[config.mk]
export PLATFORM = sky130hd
export DESIGN_NAME = ledblank_ctrl
export DESIGN_NICKNAME = d
export VERILOG_FILES = /design/src/rtl/ledblank_pkg.sv /design/src/rtl/ledblank_sync.sv /design/src/rtl/ledblank_rx.sv /design/src/rtl/ledblank_chan.sv /design/src/rtl/ledblank_ctrl.sv
export SDC_FILE = /design/constraint.sdc
export NUM_CORES = 1
export LEC_CHECK = 0
export BUFFER_PORTS_ARGS = -buffer_cell sky130_fd_sc_hd__buf_2
export CORE_MARGIN = 1
export CORE_UTILIZATION = 40
export DETAILED_ROUTE_END_ITERATION = 10
export HOLD_SLACK_MARGIN = 0.12
export MAX_ROUTING_LAYER = met4
export PLACE_DENSITY = 0.52
export SETUP_SLACK_MARGIN = 0.1
export SYNTH_ARGS = -nofsm -noshare
export SYNTH_HDL_FRONTEND = slang
export SYNTH_SLANG_ARGS = --single-unit
export TNS_END_PERCENT = 10
[constraint.sdc]
create_clock -name clk -period 5.7 [get_ports clk]
set_clock_uncertainty 0.1 [all_clocks]
set_input_delay 0.285 -clock clk [delete_from_list [all_inputs] [get_ports clk]]
set_output_delay 0.285 -clock clk [all_outputs]
set_load 0.01 [all_outputs]
[src/rtl/ledblank_pkg.sv]
package ledblank_pkg;

    localparam int PKT_BITS = 32;
    localparam int ID_W     = 8;
    localparam int CMD_W    = 4;
    localparam int ARG_W    = 8;
    localparam int PAY_W    = PKT_BITS - ID_W - CMD_W - ARG_W;
    localparam int CUT_BIT  = 21;
    localparam logic [ID_W-1:0] NOBODY_ID = 8'hFF;

    typedef enum logic [CMD_W-1:0] {
        CMD_NOP   = 4'h0,
        CMD_SYNC  = 4'h1,
        CMD_WRITE = 4'h2,
        CMD_FORCE = 4'h3
    } cmd_e;

    // Field order follows shift order: the first bit shifted lands in the MSB.
    typedef struct packed {
        logic [ID_W-1:0]  id;
        logic [CMD_W-1:0] cmd;
        logic [ARG_W-1:0] arg;
        logic [PAY_W-1:0] payload;
    } pkt_t;

    function automatic logic id_hits(input logic [ID_W-1:0] pid,
                                     input logic [ID_W-1:0] mine);
        return (pid == mine) && (pid != NOBODY_ID);
    endfunction

    function automatic logic sync_head(input logic [ID_W+CMD_W-1:0] head,
                                       input logic [ID_W-1:0] mine);
        return id_hits(head[ID_W+CMD_W-1:CMD_W], mine) &&
               (head[CMD_W-1:0] == CMD_SYNC);
    endfunction

endpackage

[src/rtl/ledblank_sync.sv]
module ledblank_sync #(
    parameter int W      = 3,
    parameter int STAGES = 2
) (
    input  logic         clk,
    input  logic         rst,
    input  logic [W-1:0] d,
    output logic [W-1:0] q
);
    logic [STAGES-1:0][W-1:0] st;

    always_ff @(posedge clk) begin
        if (rst) begin
            st <= '0;
        end else begin
            st[0] <= d;
            for (int k = 1; k < STAGES; k++) st[k] <= st[k-1];
        end
    end

    assign q = st[STAGES-1];
endmodule

[src/rtl/ledblank_rx.sv]
module ledblank_rx
    import ledblank_pkg::*;
#(
    parameter int IDLE_CYC = 64
) (
    input  logic            clk,
    input  logic            rst,
    input  logic            sclk_rise,
    input  logic            sclk_fall,
    input  logic            sin_lvl,
    input  logic [ID_W-1:0] dev_id,
    output logic            sout,
    output pkt_t            pkt,
    output logic            cut,
    output logic            done
);
    localparam int CW = $clog2(PKT_BITS);
    localparam int IW = $clog2(IDLE_CYC + 1);
    localparam logic [CW-1:0] LAST = CW'(PKT_BITS - 1);
    localparam logic [CW-1:0] CUTN = CW'(CUT_BIT);

    logic [PKT_BITS-1:0] sh;
    logic [CW-1:0]       cnt;
    logic [IW-1:0]       idle;
    logic [1:0]          pipe;

    always_ff @(posedge clk) begin
        if (rst) begin
            sh   <= '0;
            cnt  <= '0;
            idle <= '0;
            pipe <= '0;
            cut  <= 1'b0;
            done <= 1'b0;
        end else begin
            done <= sclk_rise && (cnt == LAST);
            // After CUT_BIT shifts, ID and command sit just below sh[CUT_BIT].
            cut  <= sclk_fall && (cnt == CUTN) &&
                    sync_head(sh[CUT_BIT-1 -: ID_W+CMD_W], dev_id);
            if (sclk_rise) begin
                sh   <= {sh[PKT_BITS-2:0], sin_lvl};
                pipe <= {pipe[0], sin_lvl};
                idle <= '0;
                cnt  <= (cnt == LAST) ? '0 : cnt + 1'b1;
            end else if (cnt != '0) begin
                if (idle == IW'(IDLE_CYC - 1)) begin
                    cnt  <= '0;
                    idle <= '0;
                end else begin
                    idle <= idle + 1'b1;
                end
            end
        end
    end

    assign sout = pipe[1];
    assign pkt  = pkt_t'(sh);
endmodule

[src/rtl/ledblank_chan.sv]
module ledblank_chan #(
    parameter int GS_W = 4
) (
    input  logic            clk,
    input  logic            rst,
    input  logic            wr_en,
    input  logic [GS_W-1:0] wr_val,
    input  logic            ld_en,
    input  logic            blank,
    input  logic            run,
    input  logic            force_on,
    input  logic [GS_W-1:0] gcnt,
    output logic            led
);
    logic [GS_W-1:0] staged_q, active_q;

    always_ff @(posedge clk) begin
        if (rst) begin
            staged_q <= '0;
            active_q <= '0;
        end else begin
            if (wr_en) staged_q <= wr_val;
            if (ld_en) active_q <= staged_q;
        end
    end

    assign led = force_on ? (active_q != '0)
                          : (!blank && run && (gcnt < active_q));
endmodule

[src/rtl/ledblank_ctrl.sv]
module ledblank_ctrl
    import ledblank_pkg::*;
#(
    parameter int NUM_CH      = 12,
    parameter int GS_W        = 4,
    parameter int IDLE_CYC    = 64,
    parameter int SYNC_STAGES = 2
) (
    input  logic              clk,
    input  logic              rst,
    input  logic [ID_W-1:0]   dev_id,
    input  logic              sclk,
    input  logic              sin,
    input  logic              gclk,
    output logic              sout,
    output logic              blank_o,
    output logic [NUM_CH-1:0] led_o
);
    localparam int SW = 3;
    localparam logic [GS_W-1:0] GMAX = '1;

    logic [SW-1:0] lvl;
    logic [1:0]    prv_q;
    logic          sclk_rise, sclk_fall, gclk_rise;
    pkt_t          pk;
    logic          cut, done, hit;
    logic          do_sync, do_write, do_force;
    logic          blank_q, pend_q, run_q, force_q;
    logic [GS_W-1:0] gcnt_q;

    ledblank_sync #(.W(SW), .STAGES(SYNC_STAGES)) u_sync (
        .clk(clk), .rst(rst), .d({gclk, sclk, sin}), .q(lvl)
    );

    always_ff @(posedge clk) begin
        if (rst) prv_q <= '0;
        else     prv_q <= lvl[2:1];
    end

    assign sclk_rise = lvl[1] & ~prv_q[0];
    assign sclk_fall = ~lvl[1] & prv_q[0];
    assign gclk_rise = lvl[2] & ~prv_q[1];

    ledblank_rx #(.IDLE_CYC(IDLE_CYC)) u_rx (
        .clk(clk), .rst(rst), .sclk_rise(sclk_rise), .sclk_fall(sclk_fall),
        .sin_lvl(lvl[0]), .dev_id(dev_id), .sout(sout), .pkt(pk),
        .cut(cut), .done(done)
    );

    assign hit      = id_hits(pk.id, dev_id);
    assign do_sync  = done && hit && (pk.cmd == CMD_SYNC);
    assign do_write = done && hit && (pk.cmd == CMD_WRITE);
    assign do_force = done && hit && (pk.cmd == CMD_FORCE);

    always_ff @(posedge clk) begin
        if (rst) begin
            blank_q <= 1'b1;
            pend_q  <= 1'b0;
            run_q   <= 1'b0;
            force_q <= 1'b0;
            gcnt_q  <= '0;
        end else begin
            if (gclk_rise && pend_q) begin
                blank_q <= 1'b0;
                pend_q  <= 1'b0;
                run_q   <= 1'b0;
                gcnt_q  <= '0;
            end else if (gclk_rise && !blank_q) begin
                if (!run_q)              run_q  <= 1'b1;
                else if (gcnt_q != GMAX) gcnt_q <= gcnt_q + 1'b1;
            end
            if (do_sync)  pend_q  <= 1'b1;
            if (do_force) force_q <= pk.payload[0];
            if (cut) begin
                blank_q <= 1'b1;
                run_q   <= 1'b0;
            end
        end
    end

    assign blank_o = blank_q;

    for (genvar i = 0; i < NUM_CH; i++) begin : g_ch
        ledblank_chan #(.GS_W(GS_W)) u_ch (
            .clk(clk), .rst(rst),
            .wr_en(do_write && (pk.arg == ARG_W'(i))),
            .wr_val(pk.payload[GS_W-1:0]),
            .ld_en(do_sync && pk.payload[i]),
            .blank(blank_q), .run(run_q), .force_on(force_q),
            .gcnt(gcnt_q), .led(led_o[i])
        );
    end
endmodule

==> flow_summary.yaml, run 1 <==
timing:
  setup_viol: 0
  fmax_mhz: 356
  slew_violations: 0
  finalSetupTns_ns: 0
  setup_ws_ns: 2.89
  period_minus_slack_ns: 2.81
  hold_violations: 0
  relSlewSlack_pct: 35.8
  fin_crit_sh_pct: 49.3
  fin_hold_ws_ns: 0.147
  tightest_slew_ns: 0.962
  rsz0062_at_grt: "false"
clock_network:
  cts_max_path_buffers: 2
  cts.repair.resized: 0
  cts_buffers: 17
  h-tree-depth: 4
  cts-root-buf: "clkbuf_16"
  clock_latency_ns: 0.42
  clock_sinks: 158
  cts_tree: "done"
  clk_pin_slew_ns: 0.06
logic_synthesis:
  synthesis.area_um2: 7620
  synth_nets: 899
  syn_inst: 844
  yosysUniqueCellTypes: 43
  synthArstFlopShare_pct: 0
  synthFlopType: "dfxtp_1"
  synth-edff-count: 0
  syn_area_per_cell_um2: 9.03
  synth_seq_area_share_pct: 41.5
  ys_warn_count: 0
  synth_seq_cells: 158
routing:
  via_per_inst: 5.20
  wl_per_cell_um: 16.2
  drtIter0Drc: 331
  antenna_left: 0
  firstDrtPassIters: 4
  drc_errors: 0
  num_vias: 5619
  wl_um: 17500
placed_design:
  dpl_cell_area_um2: 7790
  numPlacedInstances: 1045
  dp_hpwl_um: 11600
  port_buffers: 26
  place.gp.congestion: 0.857
  preCtsSetupSlack_ns: 3.06
floorplanning:
  rows: 50
  design.die.area_um2: 19600
  core_um2: 18700
  start_util_pct: 40.7
  die_w_um: 140
  num_io_pins: 27
  die_y_um: 140
global_routing:
  grt_use_met1_pct: 24.0
  grt_overflow: 0
  grt.total_usage_pct: 19.4
  grt_pass1_vias: 5464
  busiest_layer: "met2"
  grt_pass1_wl_um: 28700
  grt_max_degree: 81
  antenna_found_initial: 0
  use_met2_pct: 32.1
  use_met3_pct: 3.79
critical_path:
  critPathLaunchType: "flop"
  critPathMaxFanout: 15
  cp_cell_sequence: "ha_1, a21o_1, a21oi_1, nor2b_1, o31ai_1, buf_2"
  reg2reg_setup_slack_ns: 3.26
  cpMaxStageDelayCell: "dfxtp_1"
  cp_slowest_stage_delay_ns: 0.84
  worstSetupPathType: "flop to output port"
  r2r-start: "u_rx.pkt[24]"
  critPathCaptureType: "output port"
  arrival_ns: 2.42
  crit_start: "gcnt_q[1]"
  worstPathRequired_ns: 5.32
power:
  powerDensity_nw_per_um2: 273
  p_leak_nw: 3.00
  ir_drop_v: 0.000197
layout:
  fin_nets: 888
  stdcell_count: 1080
  fin_area_um2: 8400
  drive_above_1_share_pct: 8.27
  syn2layout_area_growth_pct: 10.2
  diodes: 0
job:
  drv_cap: 0
outcome:
  status: "finished, final reports clean"
worst_hold_path:
  hp-class: "primary input to flop"
  hp-start: "dev_id[2]"
==> per-stage QoR <==
step | util [%] | total power [W]
after floorplan | - | 0.00117
after global placement | 41.6 | 0.00119
after detailed placement | 41.6 | 0.00119
after CTS | 44.9 | 0.00232
after global routing | 44.9 | 0.00237
final | 44.9 | 0.00229
==> critical path, delay by kind of cell (launching register included) <==
family          cells  cell delay (ns)
flops               1             0.84
compound gates      3             0.57
fa+ha+maj           1             0.36
buf+inv             1             0.19
simple gates        1             0.06
==> cell usage after synthesis (12+ instances only) <==
cell,number,area [µm²]
dfxtp_1,158,3160
clkbuf_1,42,158
nand2b_1,68,425
nor2b_1,24,150
inv_1,41,154
nand3_1,22,110
mux2i_1,88,881
nor2_1,53,199
ha_1,42,526
buf_4,12,90.1
xnor2_1,12,105
a21oi_1,59,295
o41ai_1,12,105
a21o_1,13,97.6
o31ai_1,13,97.6
nand4_1,18,113
nand2_1,83,312
==> timing repair <==
action	in CTS	in global routing
hold buffers	3	0
buffers inserted	0	0
endpoints found under the hold margin	3	0
==> worst paths after layout <==
path	end	depth (start not counted)
setup / recovery	led_o[0]	6
hold / removal	u_rx.cut	3
hold reg to reg	u_sync.q[0]	1
setup reg to reg	g_ch[3].u_ch.active_q[3]	5
==> flip-flops by register name, indices dropped and copies added, names as in the netlist, 2 cells and up <==
register            flops
g_ch.u_ch.active_q     48
g_ch.u_ch.staged_q     48
u_rx.pkt               31
u_rx.idle               7
u_rx.cnt                5
gcnt_q                  4
u_sync.q                3
u_sync.st               3
prv_q                   2
==> cell usage in the layout, fill, tap and decap left out, drive strengths merged, types with 24 or more instances in the layout <==
master,count
a21oi,59
inv,43
ha,42
dfxtp,158
buf,30
nor2b,24
nor2,53
nand2b,68
nand2,83
mux2i,88
==> report_power, final <==
group	internal, W	switching [W]	total (W)	leakage, nW
Clock	0.000681	0.000445	0.00113	0.284
Combinational	0.0000198	0.0000361	0.0000560	1.44
Sequential	0.00111	0.00000230	0.00111	1.27
Total	0.00181	0.000484	0.00229	3.00
==> cell families after synthesis <==
kind of cell | after synthesis | synth area share, %
mux | 88 | 11.6
compound gates | 113 | 9.26
buf+inv | 104 | 5.86
simple gates | 318 | 22.5
flops | 158 | 41.5
fa+ha+maj | 42 | 6.90
xor+xnor | 21 | 2.41
==> per-layer routing <==
layer  wire length, µm  vias to the layer above
li1                  -                     2867
met1              8430                     2675
met2              8570                       66
met3               381                       11
met4               146                        0
met5                 0                        -
==> area by class of cell <==
| class | instances | area, µm² |
|---|---|---|
| Multi-Input combinational cell | 582 | 4010 |
| Fill cell | 1799 | 10300 |
| Timing Repair Buffer | 33 | 193 |
| Inverter | 41 | 154 |
| Sequential cell | 158 | 3160 |
| Clock inverter | 9 | 108 |
| Tap cell | 234 | 293 |
| Clock buffer | 23 | 478 |
(Power assumes the default switching activity.)
==> run 2, diff against run 1 <==
clock period = 2.94 ns   (was 5.7 ns; I/O delays follow)
==> flow_summary.yaml, run 2 (synthesis gave the netlist of run 1 again) <==
global_routing:
  grt_max_degree: 85
  antenna_found_initial: 0
  grt_pass1_vias: 5774
  grt.total_usage_pct: 19.9
  grt_pass1_wl_um: 29600
  grt_overflow: 0
timing:
  rsz0062_at_grt: "false"
  finalSetupTns_ns: 0
  hold_violations: 0
  relSlewSlack_pct: 49.6
  fmax_mhz: 405
  setup_viol: 0
  period_minus_slack_ns: 2.47
  slew_violations: 0
  tightest_slew_ns: 0.754
  fin_crit_sh_pct: 84.0
critical_path:
  cpMaxStageDelayCell: "dfxtp_1"
  path_delay_family: "compound AO/OA/AOI/OAI gates"
  cp_cell_sequence: "buf_4, ha_1, a21o_1, a21oi_1, nor2b_1, o31ai_1, buf_2"
  arrival_ns: 2.22
  cp_slowest_stage_delay_ns: 0.50
  worst-path-buf-inv: 2
  critPathCaptureType: "output port"
  reg2reg_setup_slack_ns: 0.48
  critPathMaxFanout: 10
  critPathLaunchType: "flop"
  reg2regPathDepth: 6
  worstPathRequired_ns: 2.69
  rr_endpoint: "u_rx.cut"
  r2r-start: "u_rx.cnt[0]"
  worstSetupPathType: "flop to output port"
layout:
  fin_nets: 897
  final_common_cell: "dfxtp_1"
  drive_above_1_share_pct: 9.12
  fillCellCount: 1795
  final_cell_mix: "dfxtp_1, mux2i_1, nand2_1, nand2b_1, a21oi_1"
  diodes: 0
  syn2layout_area_growth_pct: 11.5
  fin_util_pct: 45.4
routing:
  antenna_left: 0
  drtIter0Drc: 245
  firstDrtPassIters: 5
  drc_errors: 0
  wl_per_cell_um: 16.5
  wl_um: 18000
  via_per_inst: 5.28
  num_vias: 5751
power:
  p_leak_nw: 3.06
  ir_drop_v: 0.000405
  powerDensity_nw_per_um2: 530
floorplanning:
  die_w_um: 140
  start_util_pct: 40.7
  die_y_um: 140
  core_um2: 18700
  num_io_pins: 27
  design.die.area_um2: 19600
  rows: 50
worst_hold_path:
  hp-start: "rst"
  min_delay_path_depth: 2
  hp-class: "primary input to flop"
  min_to: "pend_q"
placed_design:
  port_buffers: 26
  place.gp.congestion: 0.852
  dp_hpwl_um: 12300
clock_network:
  cts_buffers: 17
  cts_tree: "done"
  clock_sinks: 158
  cts_max_path_buffers: 2
  cts-root-buf: "clkbuf_16"
  clk_pin_slew_ns: 0.06
  h-tree-depth: 4
  clock_latency_ns: 0.42
  cts.repair.resized: 0
job:
  drv_cap: 0
outcome:
  status: "finished, final reports clean"
run 2: cell types whose count changed in the layout (fill, tap and decap cells not counted), sizes merged:
cell / before / now
clkbuf: 23 / 21
inv: 43 / 42
bufinv: 2 / 3
clkinv: 3 / 5
dlygate4sd3: 3 / 5
buf: 30 / 37
run 2: power by group:
group	switching, W	internal (W)	total, W
combinational	0.0000715	0.0000411	0.000113
sequential	0.00000455	0.00215	0.00215
clock	0.000863	0.00138	0.00224
total	0.000939	0.00356	0.00450
run 2: per-layer routing:
| layer | track usage (%) | share of wire (%) | up-vias |
|---|---|---|---|
| li1 | - | - | 2896 |
| met4 | 7.06 | 1.9 | 0 |
| met2 | 33.1 | 48 | 86 |
| met5 | - | 0 | - |
| met1 | 24.0 | 48 | 2742 |
| met3 | 3.45 | 2.7 | 27 |
run 2: repair_timing:
| item | in CTS | in global routing |
|---|---|---|
| hold endpoints to repair | 4 | 0 |
| buffers inserted | 0 | 0 |
| hold buffers | 5 | 0 |
| endpoints found under the setup margin | 0 | 0 |
run 2: final cells by class:
type	count	area, µm²	share of cell area [%]
clock buffers	21	460	5.42
inverters	41	154	1.81
repair buffers	42	278	3.27
flip-flops and latches	158	3160	37.2
well taps	234	293	3.44
clock inverters	11	139	1.63
multi-input cells	582	4010	47.2
run 2: metrics by stage:
stage	worst slack, ns	instances	total power [W]	hold WS (ns)	instance area (µm²)
floorplan	0.861	844	0.00228	0.175	7620
global placement	0.628	1052	0.00231	0.262	7850
detailed placement	0.584	1052	0.00231	0.265	7850
CTS	0.441	1089	0.00454	0.141	8500
global route	0.340	1089	0.00466	0.184	8500
finish	0.472	1089	0.00450	0.149	8500
run 2: worst max path at each step:
stage	depth (start not counted)	from	to
final	7	gcnt_q[1]	led_o[5]
after global routing	7	gcnt_q[1]	led_o[5]
after CTS	7	gcnt_q[1]	led_o[5]
after detailed placement	5	u_rx.pkt[28]	g_ch[7].u_ch.staged_q[0]
after global placement	5	u_rx.pkt[28]	g_ch[9].u_ch.staged_q[0]
after floorplan	7	u_rx.pkt[26]	g_ch[9].u_ch.staged_q[1]
==> run 3, diff against run 2 <==
PLACE_DENSITY = 0.54   (was 0.52)
clock period = 2 ns   (was 2.94 ns; I/O delays follow)
==> flow_summary.yaml, run 3 (synthesis gave the netlist of run 1 again) <==
placed_design:
  port_buffers: 26
  dp_hpwl_um: 13300
  dpl_cell_area_um2: 8370
  place.gp.congestion: 0.840
timing:
  fmax_mhz: 453
  fin_hold_ws_ns: 0.169
  period_minus_slack_ns: 2.21
  setup_ws_ns: -0.207
  setup_viol: 12
  fin_crit_sh_pct: 110
  tightest_slew_ns: 0.533
  hold_violations: 0
  rsz0062_at_grt: "true"
  relSlewSlack_pct: 64.2
  slew_violations: 0
  finalSetupTns_ns: -1.80
outcome:
  status: "finished with violations"
  violations: "setup timing"
clock_network:
  cts_buffers: 17
  cts_max_path_buffers: 2
  h-tree-depth: 4
  clk_pin_slew_ns: 0.06
  cts-root-buf: "clkbuf_16"
  clock_latency_ns: 0.42
  cts_tree: "done"
  clock_sinks: 158
power:
  power_w: 0.00706
  p_leak_nw: 3.50
  powerDensity_nw_per_um2: 742
  ir_drop_v: 0.000641
floorplanning:
  design.die.area_um2: 19600
  core_um2: 18700
  start_util_pct: 40.7
  die_y_um: 140
  num_io_pins: 27
  die_w_um: 140
  rows: 50
layout:
  fin_nets: 960
  fin_area_um2: 9510
  fillCellCount: 1717
  final_common_cell: "dfxtp_1"
  diodes: 0
  drive_above_1_share_pct: 21.7
  final_cell_mix: "dfxtp_1, mux2i_1, nand2_1, nand2b_1, buf_4"
  syn2layout_area_growth_pct: 24.8
critical_path:
  critPathMaxFanout: 4
  critPathLaunchType: "flop"
  arrival_ns: 2.01
  worstPathRequired_ns: 1.80
  critPathCaptureType: "output port"
  r2r-start: "u_rx.pkt[22]"
  worstSetupPathType: "flop to output port"
  crit_start: "gcnt_q[1]"
routing:
  drtIter0Drc: 258
  firstDrtPassIters: 4
  drc_errors: 0
  wl_um: 18900
  num_vias: 6033
  wl_per_cell_um: 16.4
  antenna_left: 0
  via_per_inst: 5.24
global_routing:
  grt_overflow: 0
  antenna_found_initial: 0
  grt_pass1_vias: 6128
  grt_max_degree: 58
  grt_pass1_wl_um: 31000
  grt.total_usage_pct: 20.8
worst_hold_path:
  hp-start: "dev_id[2]"
  hp-class: "primary input to flop"
job:
  drv_cap: 0
==> run 3: changes by cell type in the layout (fill, tap and decap cells not counted), sizes merged <==
cell / delta
clkbuf: -1
dlygate4sd3: +3
clkinv: -1
buf: +60
bufinv: +3
clkinvlp: -2
==> run 3: where the power goes <==
group | leakage, nW | internal (W) | switching, W
registers | 1.28 | 0.00316 | 0.00000663
logic | 1.88 | 0.0000787 | 0.000111
clock network | 0.336 | 0.00243 | 0.00128
total | 3.50 | 0.00567 | 0.00139
==> run 3: timing repair <==
| action | CTS | global route |
|---|---|---|
| setup endpoints to repair | 87 | 109 |
| pin swaps | 31 | 41 |
| setup buffers | 2 | 0 |
| hold buffers | 8 | 0 |
| gates resized for setup | 53 | 22 |
| endpoints found under the hold margin | 30 | 0 |
==> run 3: metrics by stage <==
| stage | worst slack [ns] | std cells | util [%] |
|---|---|---|---|
| after floorplan | 0.0395 | 844 | - |
| after global placement | -0.0563 | 1110 | 44.8 |
| after detailed placement | -0.0613 | 1110 | 44.8 |
| after CTS | -0.226 | 1151 | 50.3 |
| after global routing | -0.328 | 1151 | 50.8 |
| final | -0.207 | 1151 | 50.8 |
==> run 3: final cells by class <==
class	instances	area, µm²	area share (%)
clock buffers	20	467	4.91
inverters	41	154	1.62
clock inverters	11	209	2.20
well taps	234	293	3.08
multi-input cells	582	4340	45.7
repair buffers	105	868	9.13
flip-flops and latches	158	3180	33.4
==> run 3: final timing paths <==
check / endpoint / depth (start not counted) / slack, ns
setup / recovery: led_o[3] / 8 / -0.21
hold / removal: u_rx.cut / 5 / 0.17
setup reg to reg: g_ch[1].u_ch.active_q[1] / 8 / 0
hold reg to reg: u_sync.q[1] / 1 / 0.34
==> run 3: worst max-delay path, stage by stage, from the launching register on <==
cell,delay (ns)
dfxtp_2,0.33
buf_12,0.14
buf_12,0.14
ha_4,0.20
a21o_1,0.18
a21oi_2,0.11
nor2b_1,0.06
o31ai_1,0.24
buf_2,0.19
==> run 3: per-layer routing <==
layer	track usage, %	vias to the layer above	share of wire [%]
met4	8.33	0	2.3
met1	25.7	2892	46
li1	-	3015	-
met5	-	-	0
met3	3.18	31	2.8
met2	34.1	95	49
